$ cat config.mk
export PLATFORM = sky130hd
export DESIGN_NAME = pause_frame_gen
export DESIGN_NICKNAME = d
export VERILOG_FILES = /design/src/rtl/pfg_pkg.sv /design/src/rtl/pfg_byte_sel.sv /design/src/rtl/pfg_crc.sv /design/src/rtl/pause_frame_gen.sv
export SDC_FILE = /design/constraint.sdc
export NUM_CORES = 1
export LEC_CHECK = 0
export BUFFER_PORTS_ARGS = -buffer_cell sky130_fd_sc_hd__buf_4
export CAP_MARGIN = 20
export CORE_ASPECT_RATIO = 1.75
export CORE_MARGIN = 5
export CORE_UTILIZATION = 50
export DETAILED_ROUTE_END_ITERATION = 6
export GPL_TIMING_DRIVEN = 0
export PLACE_DENSITY = 0.7
export SLEW_MARGIN = 25
export SYNTH_ARGS = -nofsm -noshare
export SYNTH_HDL_FRONTEND = slang
export SYNTH_SLANG_ARGS = --single-unit
$ cat constraint.sdc
create_clock -name clk_i -period 4.7 [get_ports clk_i]
set_input_delay 0.235 -clock clk_i [delete_from_list [all_inputs] [get_ports clk_i]]
set_output_delay 0.235 -clock clk_i [all_outputs]
set_load 0.01 [all_outputs]
$ cat src/rtl/pfg_pkg.sv
`timescale 1ns/1ps
package pfg_pkg;
  localparam int QUANTA_W  = 16;
  localparam int ADDR_W    = 48;
  localparam int PRE_LEN   = 8;
  localparam int DA_OFF    = PRE_LEN;
  localparam int SA_OFF    = DA_OFF + ADDR_W/8;
  localparam int TYPE_OFF  = SA_OFF + ADDR_W/8;
  localparam int OP_OFF    = TYPE_OFF + 2;
  localparam int Q_OFF     = OP_OFF + 2;
  localparam int PAD_OFF   = Q_OFF + QUANTA_W/8;
  localparam int PAD_LEN   = 42;
  localparam int FCS_OFF   = PAD_OFF + PAD_LEN;
  localparam int FRAME_LEN = FCS_OFF + 4;
  localparam int IDX_W     = $clog2(FRAME_LEN);

  localparam logic [IDX_W-1:0] IDX_CRC_LO = IDX_W'(DA_OFF);
  localparam logic [IDX_W-1:0] IDX_CRC_HI = IDX_W'(FCS_OFF - 1);
  localparam logic [IDX_W-1:0] IDX_LAST   = IDX_W'(FRAME_LEN - 1);

  localparam logic [47:0] CTRL_DA   = 48'h0180C2000001;
  localparam logic [15:0] CTRL_TYPE = 16'h8808;
  localparam logic [15:0] PAUSE_OP  = 16'h0001;
  localparam logic [31:0] CRC_POLY  = 32'hEDB88320;
  localparam logic [31:0] CRC_INIT  = 32'hFFFFFFFF;

  function automatic logic [31:0] crc_step(input logic [31:0] c, input logic [7:0] b);
    logic [31:0] r;
    r = c ^ {24'h0, b};
    for (int k = 0; k < 8; k++)
      r = r[0] ? ((r >> 1) ^ CRC_POLY) : (r >> 1);
    return r;
  endfunction
endpackage

$ cat src/rtl/pfg_byte_sel.sv
`timescale 1ns/1ps
module pfg_byte_sel import pfg_pkg::*; (
  input  logic [IDX_W-1:0]    idx_i,
  input  logic [QUANTA_W-1:0] quanta_i,
  input  logic [ADDR_W-1:0]   src_i,
  input  logic [31:0]         fcs_i,
  output logic [7:0]          byte_o
);
  int i;
  always_comb begin
    i = int'(idx_i);
    if (i < PRE_LEN - 1)       byte_o = 8'h55;
    else if (i < DA_OFF)       byte_o = 8'hD5;
    else if (i < SA_OFF)       byte_o = CTRL_DA[8*(SA_OFF-1-i) +: 8];
    else if (i < TYPE_OFF)     byte_o = src_i[8*(TYPE_OFF-1-i) +: 8];
    else if (i < OP_OFF)       byte_o = CTRL_TYPE[8*(OP_OFF-1-i) +: 8];
    else if (i < Q_OFF)        byte_o = PAUSE_OP[8*(Q_OFF-1-i) +: 8];
    else if (i < PAD_OFF)      byte_o = quanta_i[8*(PAD_OFF-1-i) +: 8];
    else if (i < FCS_OFF)      byte_o = 8'h00;
    else if (i < FRAME_LEN)    byte_o = fcs_i[8*(i-FCS_OFF) +: 8];
    else                       byte_o = 8'h00;
  end
endmodule

$ cat src/rtl/pfg_crc.sv
`timescale 1ns/1ps
module pfg_crc import pfg_pkg::*; (
  input  logic        clk_i,
  input  logic        rst_ni,
  input  logic        init_i,
  input  logic        en_i,
  input  logic [7:0]  byte_i,
  output logic [31:0] fcs_o
);
  logic [31:0] crc_q;
  always_ff @(posedge clk_i or negedge rst_ni) begin
    if (!rst_ni)     crc_q <= CRC_INIT;
    else if (init_i) crc_q <= CRC_INIT;
    else if (en_i)   crc_q <= crc_step(crc_q, byte_i);
  end
  assign fcs_o = ~crc_q;
endmodule

$ cat src/rtl/pause_frame_gen.sv
`timescale 1ns/1ps
module pause_frame_gen import pfg_pkg::*; (
  input  logic                clk_i,
  input  logic                rst_ni,
  input  logic                start_i,
  input  logic [QUANTA_W-1:0] quanta_i,
  input  logic [ADDR_W-1:0]   src_addr_i,
  output logic                busy_o,
  output logic [7:0]          data_o,
  output logic                valid_o,
  input  logic                ready_i,
  output logic                first_o,
  output logic                last_o
);
  logic                busy_q;
  logic [IDX_W-1:0]    idx_q;
  logic [QUANTA_W-1:0] quanta_q;
  logic [ADDR_W-1:0]   sa_q;
  logic                accept, xfer, crc_en;
  logic [31:0]         fcs;

  assign accept = start_i && !busy_q;
  assign xfer   = busy_q && ready_i;
  assign crc_en = xfer && (idx_q >= IDX_CRC_LO) && (idx_q <= IDX_CRC_HI);

  always_ff @(posedge clk_i or negedge rst_ni) begin
    if (!rst_ni) begin
      busy_q   <= 1'b0;
      idx_q    <= '0;
      quanta_q <= '0;
      sa_q     <= '0;
    end else if (accept) begin
      busy_q   <= 1'b1;
      idx_q    <= '0;
      quanta_q <= quanta_i;
      sa_q     <= src_addr_i;
    end else if (xfer) begin
      if (idx_q == IDX_LAST) begin
        busy_q <= 1'b0;
        idx_q  <= '0;
      end else begin
        idx_q  <= idx_q + 1'b1;
      end
    end
  end

  pfg_byte_sel u_sel (
    .idx_i    (idx_q),
    .quanta_i (quanta_q),
    .src_i    (sa_q),
    .fcs_i    (fcs),
    .byte_o   (data_o)
  );

  // CRC restarts on each accepted request; covers destination through padding
  pfg_crc u_crc (
    .clk_i  (clk_i),
    .rst_ni (rst_ni),
    .init_i (accept),
    .en_i   (crc_en),
    .byte_i (data_o),
    .fcs_o  (fcs)
  );

  assign busy_o  = busy_q;
  assign valid_o = busy_q;
  assign first_o = busy_q && (idx_q == '0);
  assign last_o  = busy_q && (idx_q == IDX_LAST);


  hold_stable_chk: assert property (@(posedge clk_i) disable iff (!rst_ni)
    valid_o && !ready_i |=> valid_o && $stable(data_o) && $stable(first_o) && $stable(last_o));

  end_after_last_chk: assert property (@(posedge clk_i) disable iff (!rst_ni)
    valid_o && ready_i && last_o |=> !valid_o && !busy_o);

  first_is_preamble_chk: assert property (@(posedge clk_i) disable iff (!rst_ni)
    first_o |-> valid_o && data_o == 8'h55 && !last_o);

  busy_holds_chk: assert property (@(posedge clk_i) disable iff (!rst_ni)
    busy_o && !(ready_i && last_o) |=> busy_o);

  start_taken_chk: assert property (@(posedge clk_i) disable iff (!rst_ni)
    start_i && !busy_o |=> busy_o && first_o);
endmodule

# Yosys cells after proc, flatten, opt, wreduce, memory -nomap -nowiden

Cells that the tools add are included.

Register bits: 104
Word-level logic and storage cells: 77

Add/subtract/negate cells: 7
Order comparisons: 11
Eq/ne operators: 1
Shift operators: 6
Multiplexer cells: 25
Bitwise operators: 10
Reductions and logical operators: 12

Operator list:

| kind                     | count |
|---|---|
| $mux 32                  | 10 |
| $not 13->14              | 8 |
| $mux 8                   | 9 |
| $shiftx 16x32->8 const A | 2 |
| $shiftx 48x32->8         | 1 |
| $shiftx 48x32->8 const A | 1 |
| $not 32->32              | 1 |
| $shiftx 16x32->8         | 1 |
| $shiftx 32x32->8         | 1 |
| $sub 5x7->8 const A      | 4 |
| $xor 32x8->32            | 1 |
| $lt 7x5->1 const B       | 4 |
| $mux 7                   | 3 |
| $lt 7x4->1 const B       | 2 |
| $lt 7x7->1 const B       | 2 |
| $sub 4x7->8 const A      | 1 |
| $sub 7x7->8 const B      | 1 |
| $add 7x1->7 const B      | 1 |
| $eq 7x7->1 const B       | 1 |
| $ge 7x4->1 const B       | 1 |
| $le 7x7->1 const B       | 1 |
| $logic_not 7->1          | 1 |
| $lt 7x3->1 const B       | 1 |
| $logic_and 1x1->1        | 6 |
| 4 further kinds          | 8 |

# Depth between registers and ports, before layout

Depth after elaboration: 30
Mapped depth: 15
Gate-level depth less buffers: 11

# Cells and area by module

From an unflattened synthesis, not the netlist that was laid out.

Cell total of the unflattened synthesis: 677
Area total of the unflattened synthesis: 6522.5 um2

By module, submodules not included:

| module          | instances | cells each | area each (um2) | seq. area each (um2) |
|---|---|---|---|---|
| pause_frame_gen | 1         | 325        | 2895.3          | 1801.7 |
| pfg_crc         | 1         | 207        | 2386.0          | 840.8 |
| pfg_byte_sel    | 1         | 145        | 1241.2          | 0.0 |

# Least setup slack after synthesis

OpenSTA, ideal clock, no wires.

Path type: flip-flop to flip-flop
Start: register idx_q[2]
End: register u_crc.crc_q[20]
Library setup time: 0.073 ns
Arrival time: 3.712 ns
Setup slack: 0.915 ns
Stages on the path, launching flop included: 15
Buffers on the path: 3
Clock period less this slack: 3.785 ns
Path through: dfrtp_1 -> clkbuf_2 -> buf_2 -> buf_4 -> inv_1 -> ha_1 -> nor3b_1 -> nand2_1 -> o32a_1 -> a211oi_4 -> xnor2_4 -> xor2_1 -> xnor3_2 -> xnor2_1 -> a21oi_1

Elaborated cells on any way between the ends: 52
Classes of those cells: add/sub (6); order compare (11); shift (6); mux (19); bitwise (7); reduce/logical (3)

RTL lines:

| item                      | RTL line              | RTL |
|---|---|---|
| from (decl)               | pause_frame_gen.sv:16 | `logic [IDX_W-1:0] idx_q;` |
| from (signal assigned)    | pause_frame_gen.sv:42 | `idx_q <= idx_q + 1'b1;` |
| $sub 7x7->8               | pfg_byte_sel.sv:20    | `else if (i < FRAME_LEN) byte_o = fcs_i[8*(i-FCS_OFF) +: 8];` |
| $shiftx 32x32->8          | pfg_byte_sel.sv:20    |  |
| $mux 8                    | pfg_byte_sel.sv:20    |  |
| $mux 8                    | pfg_byte_sel.sv:19    | `else if (i < FCS_OFF) byte_o = 8'h00;` |
| $mux 8                    | pfg_byte_sel.sv:18    | `else if (i < PAD_OFF) byte_o = quanta_i[8*(PAD_OFF-1-i) +: 8];` |
| $mux 8                    | pfg_byte_sel.sv:17    | `else if (i < Q_OFF) byte_o = PAUSE_OP[8*(Q_OFF-1-i) +: 8];` |
| $mux 8                    | pfg_byte_sel.sv:16    | `else if (i < OP_OFF) byte_o = CTRL_TYPE[8*(OP_OFF-1-i) +: 8];` |
| $mux 8                    | pfg_byte_sel.sv:15    | `else if (i < TYPE_OFF) byte_o = src_i[8*(TYPE_OFF-1-i) +: 8];` |
| [3 not listed]            | --                    |  |
| named net data_o[3]       | pause_frame_gen.sv:9  | `output logic [7:0] data_o,` |
| [5 not listed]            | --                    |  |
| $not 13->14 (no line)     | --                    |  |
| $mux 32 (*) (2 in series) | pfg_pkg.sv:31         | `r = r[0] ? ((r >> 1) ^ CRC_POLY) : (r >> 1);` |
| $not 13->14 (no line)     | --                    |  |
| $mux 32 (*)               | pfg_pkg.sv:31         |  |
| $not 13->14 (no line)     | --                    |  |
| $mux 32 (*)               | pfg_pkg.sv:31         |  |
| $mux 32 (*)               | pfg_crc.sv:14         | `else if (en_i) crc_q <= crc_step(crc_q, byte_i);` |
| $mux 32 (*)               | pfg_crc.sv:13         | `else if (init_i) crc_q <= CRC_INIT;` |
| to (signal assigned)      | pfg_crc.sv:14         |  |
| to (decl)                 | pfg_crc.sv:10         | `logic [31:0] crc_q;` |

The timed path passes the listed nets; every way through them passes the cells marked *. The select of a mux whose other input is x is not followed.
A chain may end at the register's enable or synchronous reset.

# Worst setup path in the final report

Start: register idx_q[2]
End: register u_crc.crc_q[26]

Cells in the longest elaborated chain, start to end: 26
Elaborated cells on any way between the ends: 52
Classes of those cells: add/sub (6); order compare (11); shift (6); mux (19); bitwise (7); reduce/logical (3)

RTL lines:

| item                  | RTL line |
|---|---|
| $sub 7x7->8           | pfg_byte_sel.sv:20 |
| $shiftx 32x32->8      | pfg_byte_sel.sv:20 |
| $mux 8                | pfg_byte_sel.sv:20 |
| $mux 8                | pfg_byte_sel.sv:19 |
| $mux 8                | pfg_byte_sel.sv:18 |
| $mux 8                | pfg_byte_sel.sv:17 |
| $mux 8                | pfg_byte_sel.sv:16 |
| $mux 8                | pfg_byte_sel.sv:15 |
| [9 not listed]        | -- |
| $not 13->14 (no line) | -- |
| $mux 32 (2 in series) | pfg_pkg.sv:31 |
| $not 13->14 (no line) | -- |
| $mux 32               | pfg_pkg.sv:31 |
| $not 13->14 (no line) | -- |
| $mux 32               | pfg_pkg.sv:31 |
| $mux 32               | pfg_crc.sv:14 |
| $mux 32               | pfg_crc.sv:13 |

Parallel ways exist; a longest one is shown, timed or not. The select of a mux whose other input is x is not followed.

==> flow_summary.toml <==
[global_route]
grt_antenna_before_repair = 0
grt_pass1_vias = 5679
gr-usage-all-layers = 0.263
grt_max_degree = 105
grt_overflow_total = 0
grt_pass1_wl_um = 30200

[floorplan]
dieWidth_um = 95.6
die-height_um = 160
die_area_sq_um = 15300
io_pins = 80
floorplan.initialDensity = 0.513
core_area_sq_um = 12500
row_count = 54

[drt]
vias = 5394
drcViolationCount = 0
wl_per_cell_um = 20.8
detail_route.vias_per_cell = 5.74
ant_nets = 0
detailed_route_iter0_violations = 356
drt_pre_antenna_iters = 6
wl_um = 19500

[worst_setup_path]
cell_chain_of_the_critical_path = "clkbuf_2, buf_2, buf_4, inv_1, ha_1, or2_2, o21ai_1, nor4b_1, or4b_1, nand3_2, xor2_4, xor2_1, xor2_1, a21oi_1"
crit_arrival_ns = 4.70
cp_max_fo = 10
worstSetupPathDepth = 14
critical_path_class = "flop to flop"
cp_common_cell = "xor2_1"
worst-path-buf-inv = 4
timing.critical_path.slowest_cell_delay_ns = 0.66
critPathSlowestCell = "nor4b_1"
cp_top_family = "simple AND/OR/NAND/NOR gates"
endpoint_kind = "flop"
cp-start-kind = "flop"
cp.required_ns = 4.95
worst-r2r-cell-count = 14

[synth]
async_reset_ff_frac = 1.00
ys.flop_type = "dfrtp_1"
sequential_cell_area_fraction_in_the_yosys_report = 0.412
cell_type_contributing_the_most_total_cell_area_after_synthesis = "dfrtp_1"
proportion_of_netlist_area_held_by_the_largest_area_contributor = 0.281
netlist-cell-type-count = 76
synthesis.nets = 752
synth.top_cells.by_area = "dfrtp_1, dfstp_2, nand2_1"
ys_ff_latch = 104
mappedNetlistArea_sq_um = 6410
synthCells = 675
yosysWarnings = 0
synth-edff-count = 0
synth.avg_cell_area_sq_um = 9.50

[sta]
rsz0062_at_grt = "no"
max_freq_ghz = 0.225
worst_slew_pin_slew_ns = 0.889
layout_min_cycle_time_ns = 4.45
layout_setup_ws_ns = 0.251
slew_violations = 0
maxSlewHeadroom = 0.406
skew_ns = 0.00975
share_of_the_clock_period_used_by_the_worst_path_after_layout = 0.947
timing.final.hold_violations = 0
setup_tns_ns = 0
report.final.setup_viol = 0

[placed_design]
placement.io_buffers = 79
dp_worst_setup_slack_ns = -0.0263
gp_routability_congestion = 0.961
dp_hpwl_um = 14800

[power]
leakage_dissipation_nw = 3.43
power.ir.vdd_worst_v = 0.000480
power_per_cell_area_nw_per_um2 = 922
power_mw = 7.01

[cells_and_area]
final-seq-area_sq_um = 2640
share_of_cells_above_drive_strength_1 = 0.254
fin_nets = 844
antenna_cells = 0
area_growth_syn_to_layout_pct = 18.5
fillerInstances = 1114
multi_input_comb_area_sq_um = 3560

[clocking]
cts-buffers-inserted = 9
cts_buffer_depth = 2
clk-insertion-delay-late_ns = 0.36
clk_pin_slew_ns = 0.08
cts_num_sinks = 104
cts_tree = "built"
ctsHtreeMaxLevel = 3
cts.root.buffer_cell = "clkbuf_16"

[run_status]
outcome = "finished, final reports clean"

[worst_hold_path]
timing.hold.worst.class = "primary input to flop"
holdPathStages = 3

[run]
max-cap-violations = 0
-- through the flow --
| step | util | instance area (sq um) | instances | hold slack [ns] |
|---|---|---|---|---|
| finish | 0.608 | 7600 | 940 | 0.0614 |
| global route | 0.608 | 7600 | 940 | 0.0507 |
| CTS | 0.603 | 7540 | 938 | 0.0440 |
| detailed placement | 0.578 | 7220 | 922 | 0.421 |
| global placement | 0.577 | 7220 | 922 | 0.425 |
| floorplan | - | 6410 | 675 | -0.0606 |
-- worst reg2reg max path, stage by stage, from the launching register on --
cell      delay [ns]
dfrtp_1         0.46
clkbuf_2        0.25
buf_2           0.30
buf_4           0.24
inv_1           0.13
ha_1            0.30
or2_2           0.32
o21ai_1         0.16
nor4b_1         0.66
or4b_1          0.22
nand3_2         0.33
xor2_4          0.36
xor2_1          0.35
xor2_1          0.18
a21oi_1         0.08
-- state kept, by name (all words and copies together), names as in the netlist --
register,count
idx_q,7
quanta_q,16
u_crc.crc_q,32
busy_o,1
sa_q,48
-- Yosys cell counts, types with 7 or more instances --
cell,instances
nand2_1,207
dfrtp_1,72
nor3_1,38
a21oi_1,37
xnor2_1,34
dfstp_2,32
clkbuf_1,29
xor2_1,20
nor2_1,17
mux2i_1,16
o21ai_0,14
mux4_2,10
buf_2,9
ha_1,9
mux2_2,9
nand3_1,8
inv_1,7
-- what timing repair did --
| action | 4_1_cts | 5_1_grt |
|---|---|---|
| hold endpoints to repair | 0 | 8 |
| buffers inserted | 0 | 0 |
| gates resized for setup | 1 | 2 |
| hold buffers | 0 | 1 |
| setup endpoints to repair | 2 | 3 |
-- final timing paths --
path                             start              end  slack [ns]
min reg2reg                    sa_q[3]          sa_q[3]        0.47
min                        quanta_i[9]      quanta_q[9]        0.06
max in group asynchronous       rst_ni      quanta_q[1]        3.70
min in group asynchronous       rst_ni     quanta_q[11]        0.37
max                           idx_q[2]  u_crc.crc_q[26]        0.25
max reg2reg                   idx_q[2]  u_crc.crc_q[26]        0.25
-- cell families after synthesis --
logic type | Yosys count | share of synthesized area
mux | 38 | 0.0858
xor+xnor | 70 | 0.131
fa+ha+maj | 9 | 0.0176
buf+inv | 52 | 0.0382
flops | 104 | 0.412
compound gates | 95 | 0.103
simple gates | 307 | 0.212
-- cell usage in the layout, fill, tap and decap left out, types with 3 or more instances in the layout --
master / n
xor2_1: 19
buf_4: 80
o22ai_1: 5
xnor2_4: 6
inv_6: 3
nand3_1: 8
mux2_2: 9
xnor2_1: 34
nand2b_1: 5
mux2i_1: 16
inv_1: 7
or3_1: 3
clkbuf_1: 29
o2111ai_1: 3
buf_6: 5
o21ai_0: 14
xnor2_2: 4
a211oi_1: 4
dfstp_2: 32
nand4_1: 3
nor2_1: 17
nand2_1: 207
dfrtp_1: 72
buf_2: 9
mux4_2: 10
a21oi_1: 37
ha_1: 9
clkbuf_16: 9
nor3_1: 37
-- report_power, final --
group	internal [mW]	switching [mW]	leakage, nW	total, mW
Combinational	2.13	2.60	2.04	4.73
Clock	0.424	0.368	0.146	0.792
Sequential	1.26	0.233	1.24	1.49
Total	3.81	3.20	3.43	7.01
-- final cells by class --
class | count | area share
multi-input combinational | 519 | 0.468
clock inverter | 7 | 0.0115
inverter | 7 | 0.00346
clock buffer | 9 | 0.0296
timing repair buffer | 81 | 0.0835
sequential | 104 | 0.348
tap | 168 | 0.0277
buffer | 45 | 0.0288
-- per-layer routing --
| metal | global-route usage | up-vias | share of wire |
|---|---|---|---|
| met1 | 0.272 | 2620 | 0.35 |
| met4 | 0.152 | 0 | 0.061 |
| met5 | 0 | - | 0 |
| met3 | 0.0471 | 79 | 0.044 |
| li1 | - | 2490 | - |
| met2 | 0.477 | 205 | 0.55 |
Power figures use the tool's default switching activity.
